[src/rtl/intc_pkg.sv]
package intc_pkg;

  typedef enum logic [3:0] {
    SEL_NONE,
    SEL_IRQ_STAT,
    SEL_IRQ_RAW,
    SEL_IRQ_EN,
    SEL_IRQ_DIS,
    SEL_SOFT_ON,
    SEL_SOFT_OFF,
    SEL_FIQ_STAT,
    SEL_FIQ_RAW,
    SEL_FIQ_EN,
    SEL_FIQ_DIS
  } reg_sel_e;

  // Word-address decode; the word numbers form the software-visible map.
  function automatic reg_sel_e decode_word(input logic [31:0] w);
    reg_sel_e s;
    case (w)
      32'd0:   s = SEL_IRQ_STAT;
      32'd1:   s = SEL_IRQ_RAW;
      32'd2:   s = SEL_IRQ_EN;
      32'd3:   s = SEL_IRQ_DIS;
      32'd4:   s = SEL_SOFT_ON;
      32'd5:   s = SEL_SOFT_OFF;
      32'd8:   s = SEL_FIQ_STAT;
      32'd9:   s = SEL_FIQ_RAW;
      32'd10:  s = SEL_FIQ_EN;
      32'd11:  s = SEL_FIQ_DIS;
      default: s = SEL_NONE;
    endcase
    return s;
  endfunction

endpackage

[src/rtl/intc_rst_sync.sv]
module intc_rst_sync (
  input  logic clk_i,
  input  logic rst_ni,
  output logic rst_no
);

  logic [1:0] stage_q;

  always_ff @(posedge clk_i or negedge rst_ni) begin
    if (!rst_ni) begin
      stage_q <= 2'b00;
    end else begin
      stage_q <= {stage_q[0], 1'b1};
    end
  end

  assign rst_no = stage_q[1];

endmodule

[src/rtl/intc_mask_reg.sv]
module intc_mask_reg #(
  parameter int unsigned W = 32
) (
  input  logic         clk_i,
  input  logic         rst_ni,
  input  logic         set_i,
  input  logic         clr_i,
  input  logic [W-1:0] bits_i,
  output logic [W-1:0] mask_o
);

  logic [W-1:0] mask_q;
  logic [W-1:0] mask_d;
  logic         upd;

  assign upd = set_i | clr_i;

  always_comb begin
    mask_d = mask_q;
    if (set_i) mask_d = mask_d | bits_i;
    if (clr_i) mask_d = mask_d & ~bits_i;
  end

  always_ff @(posedge clk_i or negedge rst_ni) begin
    if (!rst_ni) begin
      mask_q <= '0;
    end else if (upd) begin
      mask_q <= mask_d;
    end
  end

  assign mask_o = mask_q;

endmodule

[src/rtl/intc_level_capture.sv]
module intc_level_capture #(
  parameter int unsigned W = 32
) (
  input  logic         clk_i,
  input  logic         rst_ni,
  input  logic [W-1:0] src_i,
  input  logic         soft_on_i,
  input  logic         soft_off_i,
  output logic [W-1:0] level_o
);

  logic [W-1:0] src_q;
  logic         soft_q;
  logic         soft_d;
  logic         soft_upd;

  always_ff @(posedge clk_i or negedge rst_ni) begin
    if (!rst_ni) begin
      src_q <= '0;
    end else begin
      src_q <= src_i;
    end
  end

  assign soft_upd = soft_on_i | soft_off_i;

  always_comb begin
    soft_d = soft_q;
    if (soft_on_i)  soft_d = 1'b1;
    if (soft_off_i) soft_d = 1'b0;
  end

  always_ff @(posedge clk_i or negedge rst_ni) begin
    if (!rst_ni) begin
      soft_q <= 1'b0;
    end else if (soft_upd) begin
      soft_q <= soft_d;
    end
  end

  always_comb begin
    level_o    = src_q;
    level_o[0] = src_q[0] | soft_q;
  end

endmodule

[src/rtl/intc_read_mux.sv]
module intc_read_mux
  import intc_pkg::*;
#(
  parameter int unsigned W = 32
) (
  input  reg_sel_e     sel_i,
  input  logic [W-1:0] level_i,
  input  logic [W-1:0] irq_mask_i,
  input  logic [W-1:0] fiq_mask_i,
  output logic [W-1:0] rdata_o
);

  always_comb begin
    rdata_o = '0;
    case (sel_i)
      SEL_IRQ_STAT: rdata_o = level_i & irq_mask_i;
      SEL_IRQ_RAW:  rdata_o = level_i;
      SEL_IRQ_EN:   rdata_o = irq_mask_i;
      SEL_SOFT_ON:  rdata_o[0] = level_i[0];
      SEL_FIQ_STAT: rdata_o = level_i & fiq_mask_i;
      SEL_FIQ_RAW:  rdata_o = level_i;
      SEL_FIQ_EN:   rdata_o = fiq_mask_i;
      default:      rdata_o = '0;
    endcase
  end

endmodule

[src/rtl/dual_line_intc.sv]
module dual_line_intc
  import intc_pkg::*;
#(
  parameter int unsigned N_SRC = 32,
  parameter int unsigned AW    = 6
) (
  input  logic             clk_i,
  input  logic             rst_ni,
  input  logic [N_SRC-1:0] src_i,
  input  logic             wr_en_i,
  input  logic [AW-1:0]    addr_i,
  input  logic [N_SRC-1:0] wdata_i,
  output logic [N_SRC-1:0] rdata_o,
  output logic             irq_o,
  output logic             fiq_o
);

  logic             rst_int_n;
  logic [31:0]      addr_ext;
  reg_sel_e         sel;
  logic [N_SRC-1:0] level_vec;
  logic [N_SRC-1:0] irq_mask;
  logic [N_SRC-1:0] fiq_mask;
  logic             wr_irq_set, wr_irq_clr, wr_fiq_set, wr_fiq_clr;
  logic             wr_soft_on, wr_soft_off;

  intc_rst_sync u_rst (
    .clk_i  (clk_i),
    .rst_ni (rst_ni),
    .rst_no (rst_int_n)
  );

  assign addr_ext = 32'(addr_i);
  assign sel      = decode_word(addr_ext);

  assign wr_irq_set  = wr_en_i && (sel == SEL_IRQ_EN);
  assign wr_irq_clr  = wr_en_i && (sel == SEL_IRQ_DIS);
  assign wr_fiq_set  = wr_en_i && (sel == SEL_FIQ_EN);
  assign wr_fiq_clr  = wr_en_i && (sel == SEL_FIQ_DIS);
  assign wr_soft_on  = wr_en_i && (sel == SEL_SOFT_ON)  && wdata_i[0];
  assign wr_soft_off = wr_en_i && (sel == SEL_SOFT_OFF) && wdata_i[0];

  intc_level_capture #(.W(N_SRC)) u_lvl (
    .clk_i      (clk_i),
    .rst_ni     (rst_int_n),
    .src_i      (src_i),
    .soft_on_i  (wr_soft_on),
    .soft_off_i (wr_soft_off),
    .level_o    (level_vec)
  );

  intc_mask_reg #(.W(N_SRC)) u_irq_mask (
    .clk_i  (clk_i),
    .rst_ni (rst_int_n),
    .set_i  (wr_irq_set),
    .clr_i  (wr_irq_clr),
    .bits_i (wdata_i),
    .mask_o (irq_mask)
  );

  intc_mask_reg #(.W(N_SRC)) u_fiq_mask (
    .clk_i  (clk_i),
    .rst_ni (rst_int_n),
    .set_i  (wr_fiq_set),
    .clr_i  (wr_fiq_clr),
    .bits_i (wdata_i),
    .mask_o (fiq_mask)
  );

  intc_read_mux #(.W(N_SRC)) u_rd (
    .sel_i      (sel),
    .level_i    (level_vec),
    .irq_mask_i (irq_mask),
    .fiq_mask_i (fiq_mask),
    .rdata_o    (rdata_o)
  );

  assign irq_o = |(level_vec & irq_mask);
  assign fiq_o = |(level_vec & fiq_mask);

endmodule

[config.mk]
export PLATFORM = sky130hd
export DESIGN_NAME = dual_line_intc
export DESIGN_NICKNAME = d
export VERILOG_FILES = /design/src/rtl/intc_pkg.sv /design/src/rtl/intc_rst_sync.sv /design/src/rtl/intc_mask_reg.sv /design/src/rtl/intc_level_capture.sv /design/src/rtl/intc_read_mux.sv /design/src/rtl/dual_line_intc.sv
export SDC_FILE = /design/constraint.sdc
export NUM_CORES = 1
export LEC_CHECK = 0
export ABC_CLOCK_PERIOD_IN_PS = 4660
export CORE_UTILIZATION = 55
export CTS_BUF_LIST = sky130_fd_sc_hd__clkbuf_8
export DETAILED_ROUTE_END_ITERATION = 12
export GPL_TIMING_DRIVEN = 0
export PLACE_DENSITY = 0.9
export REMOVE_ABC_BUFFERS = 1
export SLEW_MARGIN = 25
export SYNTH_ARGS = -nofsm -noshare
export SYNTH_HDL_FRONTEND = slang
export SYNTH_SLANG_ARGS = --single-unit
[constraint.sdc]
create_clock -name clk_i -period 4.66 [get_ports clk_i]
set_clock_uncertainty 0.2 [all_clocks]
set_input_delay 0.699 -clock clk_i [delete_from_list [all_inputs] [get_ports clk_i]]
set_output_delay 0.699 -clock clk_i [all_outputs]
set_load 0.01 [all_outputs]
# After elaboration in Yosys (flattened, before gate mapping)
# Memories as Yosys holds them, arrays and structs flattened.
# Cells that the tools add are included.
[totals]
out_inout_bits = 34
in_bits = 73
mem_bits_ro = 64
register_bits = 99
memories = 1
word_cells = 51
[mem_list]
columns = ["name", "depth", "width", "read_ports", "rd_clocked_by_memory_dff", "write_ports", "line_no", "source"]
rows = [
  ["(no name shown)", 16, 4, 1, 0, 0, "intc_pkg.sv:20", "case (w)"],
]
[classes]
n_bitwise = 11
n_eq_ne = 10
mux = 9
reduce_logical = 15
[ops]
columns = ["op", "n"]
rows = [
  ["$pmux W31 S5", 1],
  ["$and A32 B32 Y32", 4],
  ["$mux W32", 4],
  ["$or A32 B32 Y32", 2],
  ["$reduce_or A32 Y1", 2],
  ["$not A32 Y32", 1],
  ["$logic_not A28 Y1", 1],
  ["$eq A4 B3 Y1 const B", 4],
  ["$eq A4 B4 Y1 const B", 3],
  ["$eq A4 B2 Y1 const B", 2],
  ["$logic_and A1 B1 Y1", 8],
  ["$pmux W1 S5", 1],
  ["$eq A4 B1 Y1 const B", 1],
  ["$mux W4", 1],
  ["$or A1 B1 Y1", 4],
  ["$reduce_or A3 Y1", 1],
  ["$mux W1", 2],
  ["$reduce_and A2 Y1", 1],
  ["$reduce_bool A2 Y1", 1],
  ["$reduce_or A2 Y1", 1],
]

# Logic depth before layout (Yosys ltp)
[depth]
word_depth = 7
mapped_depth = 9
ltp_nobuf = 7

# Hierarchy
# A second synthesis with hierarchy kept.
[unflattened]
hier_cells = 591
hier_area_um2 = 5632.9
[by_module_without_submodules]
columns = ["mod", "area_each_um2", "seq_area_each_um2", "n_inst", "cells_per_inst"]
rows = [
  ["intc_mask_reg", 1169.9, 800.8, 2, 102],
  ["intc_read_mux", 1565.3, 0.0, 1, 236],
  ["intc_level_capture", 1074.8, 825.8, 1, 66],
  ["dual_line_intc", 599.3, 0.0, 1, 82],
  ["intc_rst_sync", 53.8, 50.0, 1, 3],
]

# Worst setup path before layout
# OpenSTA, ideal clock, no wires.
[synth_path]
path_kind = "input to output"
startpoint = "input addr_i[0]"
endpoint = "output rdata_o[19]"
n_path_buf = 2
t_required_ps = 3761
path_stages = 9
t_arrival_ps = 2350
slack_ps = 1411
cell_sequence = "inv_1 > ha_1 > xor2_2 > a22oi_2 > a2111oi_4 > buf_6 > buf_4 > a21oi_1 > o22ai_1"
[synth_via]
elab_chain_len = 5
word_cells_on_any_way = 10
cone_classes = "eq/ne: 6; mux: 2; reduce/logical: 1; memory: 1"
[synth_rtl]
columns = ["item", "line_no", "source"]
rows = [
  ["from (decl)", "dual_line_intc.sv:11", "input logic [AW-1:0] addr_i,"],
  ["$mem_v2 Z16 W4 (*)", "-", ""],
  ["$mux W4 (*)", "intc_pkg.sv:20", ""],
  ["$eq A4 B2 Y1 or $eq A4 B4 Y1 (tied branches)", "intc_read_mux.sv:15", "case (sel_i)"],
  ["$reduce_or A2 Y1 (no source line)", "-", ""],
  ["$pmux W31 S5 (*)", "intc_read_mux.sv:15", ""],
  ["to (decl)", "dual_line_intc.sv:13", "output logic [N_SRC-1:0] rdata_o,"],
]
# Every way passes the cells marked *; elsewhere a longest branch is shown, timed or not.

# Worst setup path in the final report
[layout_path]
startpoint = "input addr_i[1]"
endpoint = "output rdata_o[20]"
# The elaborated chain is that of the path after synthesis.

==> results.sh <==
export IMPL_clk_latency_ns=0.37
export IMPL_dp_cells=712
export IMPL_grt_pass1_vias=5072
export IMPL_syn_inst=517
export IMPL_root_buffer="clkbuf_8"
export IMPL_place_congestion=0.864
export IMPL_cts_buffers=9
export IMPL_wl_per_cell_um=21.2
export IMPL_synth_avg_cell_area_um2=9.61
export IMPL_r2r_slack_ns=3.41
export IMPL_postRouteAntennaNets=0
export IMPL_hold_violations=0
export IMPL_core_mm2=0.00872
export IMPL_cts_sinks=99
export IMPL_hold_path_class="reg2reg"
export IMPL_period_needed_ns=4.59
export IMPL_drcViolationCount=0
export IMPL_start_util=0.570
export IMPL_cp_arrival_ns=3.69
export IMPL_critical_path_startpoint_type="primary input"
export IMPL_tightest_slew_ns=0.877
export IMPL_finalCoreUtilization=0.750
export IMPL_power_uw=1820
export IMPL_powerDensity_mw_per_mm2=279
export IMPL_synth_commonest_cells="a21oi_1, dfrtp_1, a31oi_1, inv_1, o22ai_1"
export IMPL_wl_met1_um=5800
export IMPL_num_rows=34
export IMPL_cp_max_fo=12
export IMPL_die_y_um=97.1
export IMPL_path_clk_slew_ns=0.10
export IMPL_crit_required_ns=3.76
export IMPL_synth_largest_area_cell="dfrtp_1"
export IMPL_fmax_mhz=218
export IMPL_power_leakage_uw=0.00265
export IMPL_die_w_um=97.1
export IMPL_nets=705
export IMPL_antenna_found_initial=0
export IMPL_netlist_top_cells_area="dfrtp_1, a21oi_1, a22oi_1"
export IMPL_worst_setup_path_type="in2out"
export IMPL_worstHoldStart="u_rst.stage_q[0]"
export IMPL_wl_um=15700
export IMPL_final_cells=741
export IMPL_wl_met3_um=1890
export IMPL_ys_seq_area_frac=0.498
export IMPL_reg2reg_depth=1
export IMPL_relSlewSlack=0.413
export IMPL_area_growth_pct=31.6
export IMPL_n_antenna_cell=0
export IMPL_r2r_end="u_lvl.src_q[26]"
export IMPL_synthDistinctLibCells=48
export IMPL_synth_area_mm2=0.00497
export IMPL_setup_viol=0
export IMPL_cts_tree="done"
export IMPL_rsz0062_at_grt="false"
export IMPL_r2r_start="u_rst.stage_q[1]"
export IMPL_cts_hold_buf=0
export IMPL_clockBufferDepth=2
export IMPL_maxSlewViolCount=0
export IMPL_period_share=0.984
export IMPL_dp_hpwl_um=10500
export IMPL_fin_hold_ws_ns=0.160
export IMPL_route_met2_wl_um=7360
export IMPL_ios=107
export IMPL_grt_pass1_wl_um=24600
export IMPL_port_buffers=106
export IMPL_synth_top_area_frac=0.498
export IMPL_drive_gt1_frac=0.104
export IMPL_synthFlopType="dfrtp_1"
export IMPL_yosysWarnings=0
export IMPL_grt_start_max_net_pins=51
export IMPL_dr_pass1_iters=6
export IMPL_overflow=0
export IMPL_yosysMostFrequentCell="a21oi_1"
export IMPL_holdPathStages=0
export IMPL_irDropWorstVdd_mv=0.201
export IMPL_track_usage=0.331
export IMPL_async_reset_ff_frac=1.00
export IMPL_dieArea_mm2=0.00942
export IMPL_synth_seq_cells=99
export IMPL_whs_endpoint="u_rst.stage_q[1]"
export IMPL_top_layer="met4"
export IMPL_cp_end_kind="output pin"
export IMPL_drt_vias_per_instance=6.86
export IMPL_htreeDepth=3
export IMPL_drtIter0Drc=627
export IMPL_vias=5086
export IMPL_max_cap_viol_count=0
export IMPL_status="finished, final reports clean"
export IMPL_synth_edff_count=0
-- critical path: stages --
cell and delay, ns:
clkdlybuf4s50_1 0.53, inv_2 0.08, ha_4 0.31, xor2_4 0.16, a22oi_2 0.13, a2111oi_4 0.40, buf_6 0.19, buf_6 0.16
buf_4 0.19, a21oi_1 0.08, o22ai_1 0.18, clkdlybuf4s50_1 0.57
-- report_power, final --
| group | internal (uW) | switching, uW | leakage (uW) |
|---|---|---|---|
| Combinational | 137 | 137 | 0.00125 |
| Sequential | 900 | 53.3 | 0.00129 |
| Clock | 284 | 310 | 0.000111 |
-- layer usage --
| metal | GRT usage | vias up |
|---|---|---|
| li1 | - | 2192 |
| met1 | 0.423 | 2373 |
| met2 | 0.515 | 445 |
| met3 | 0.0835 | 76 |
| met4 | 0.189 | 0 |
| met5 | 0 | - |
-- cell type report --
type	instances	area, um^2
Timing Repair Buffer	136	1380
Clock buffer	11	151
Sequential cell	99	2480
Tap cell	108	135
Fill cell	531	2180
Inverter	33	124
Clock inverter	5	65.1
Multi-Input combinational cell	349	2210
-- worst max-delay path by stage --
stage	startpoint	endpoint	slack, ns	cells past startpoint
floorplan	addr_i[0]	rdata_o[21]	0.35	7
global placement	addr_i[0]	rdata_o[15]	-1.88	9
detailed placement	addr_i[0]	rdata_o[18]	-0.68	13
CTS	addr_i[1]	rdata_o[16]	0.01	10
global route	addr_i[1]	rdata_o[20]	0.01	12
finish	addr_i[1]	rdata_o[20]	0.07	12
-- metrics by stage --
stage | setup TNS [ns] | setup slack (ns) | area [um^2]
2_1_floorplan | 0 | 0.353 | 4750
3_3_place_gp | -73.81 | -1.88 | 5950
3_5_place_dp | -10.48 | -0.675 | 6200
4_1_cts | 0 | 0.0147 | 6440
5_1_grt | 0 | 0.0127 | 6540
6_report | 0 | 0.0727 | 6540
-- cells by family (layout without fill, tap and decap cells) --
kind of cell             Yosys count  count (layout)  share of synthesized area
other                              1               1                   0.000755
buffers and inverters             69             185                     0.0692
flip-flops                        99              99                      0.498
AND/OR/NAND/NOR                   50              50                     0.0680
adder cells (fa/ha/maj)            4               4                     0.0101
AO/OA/AOI/OAI                    293             293                      0.350
XOR/XNOR                           1               1                    0.00327
-- timing repair --
| action | CTS | global route |
|---|---|---|
| resized for setup | 9 | 7 |
| hold endpoints to repair | 0 | 0 |
| setup buffers | 2 | 11 |
| pin swaps | 2 | 5 |
| setup endpoints to repair | 32 | 21 |
-- layout by cell type, fill, tap and decap left out, types with 3 or more instances in the layout --
master | synthesis | layout
a21oi_1 | 178 | 178
dfrtp_1 | 99 | 98
clkdlybuf4s50_1 | 0 | 95
a31oi_1 | 34 | 34
inv_1 | 33 | 32
o22ai_1 | 31 | 31
a22oi_1 | 30 | 30
buf_4 | 2 | 16
clkbuf_8 | 0 | 11
nor2_1 | 10 | 10
nand4_1 | 7 | 7
buf_6 | 8 | 7
nand2_1 | 6 | 6
dlygate4sd2_1 | 0 | 6
buf_8 | 0 | 6
dlymetal6s2s_1 | 0 | 4
nand2b_1 | 3 | 3
nor3_4 | 1 | 3
nand3_1 | 3 | 3
a222oi_1 | 3 | 3
a22o_1 | 4 | 3
a221oi_1 | 3 | 3
ha_1 | 4 | 3
inv_6 | 0 | 3
No activity file was read; power rests on OpenSTA's default activity.
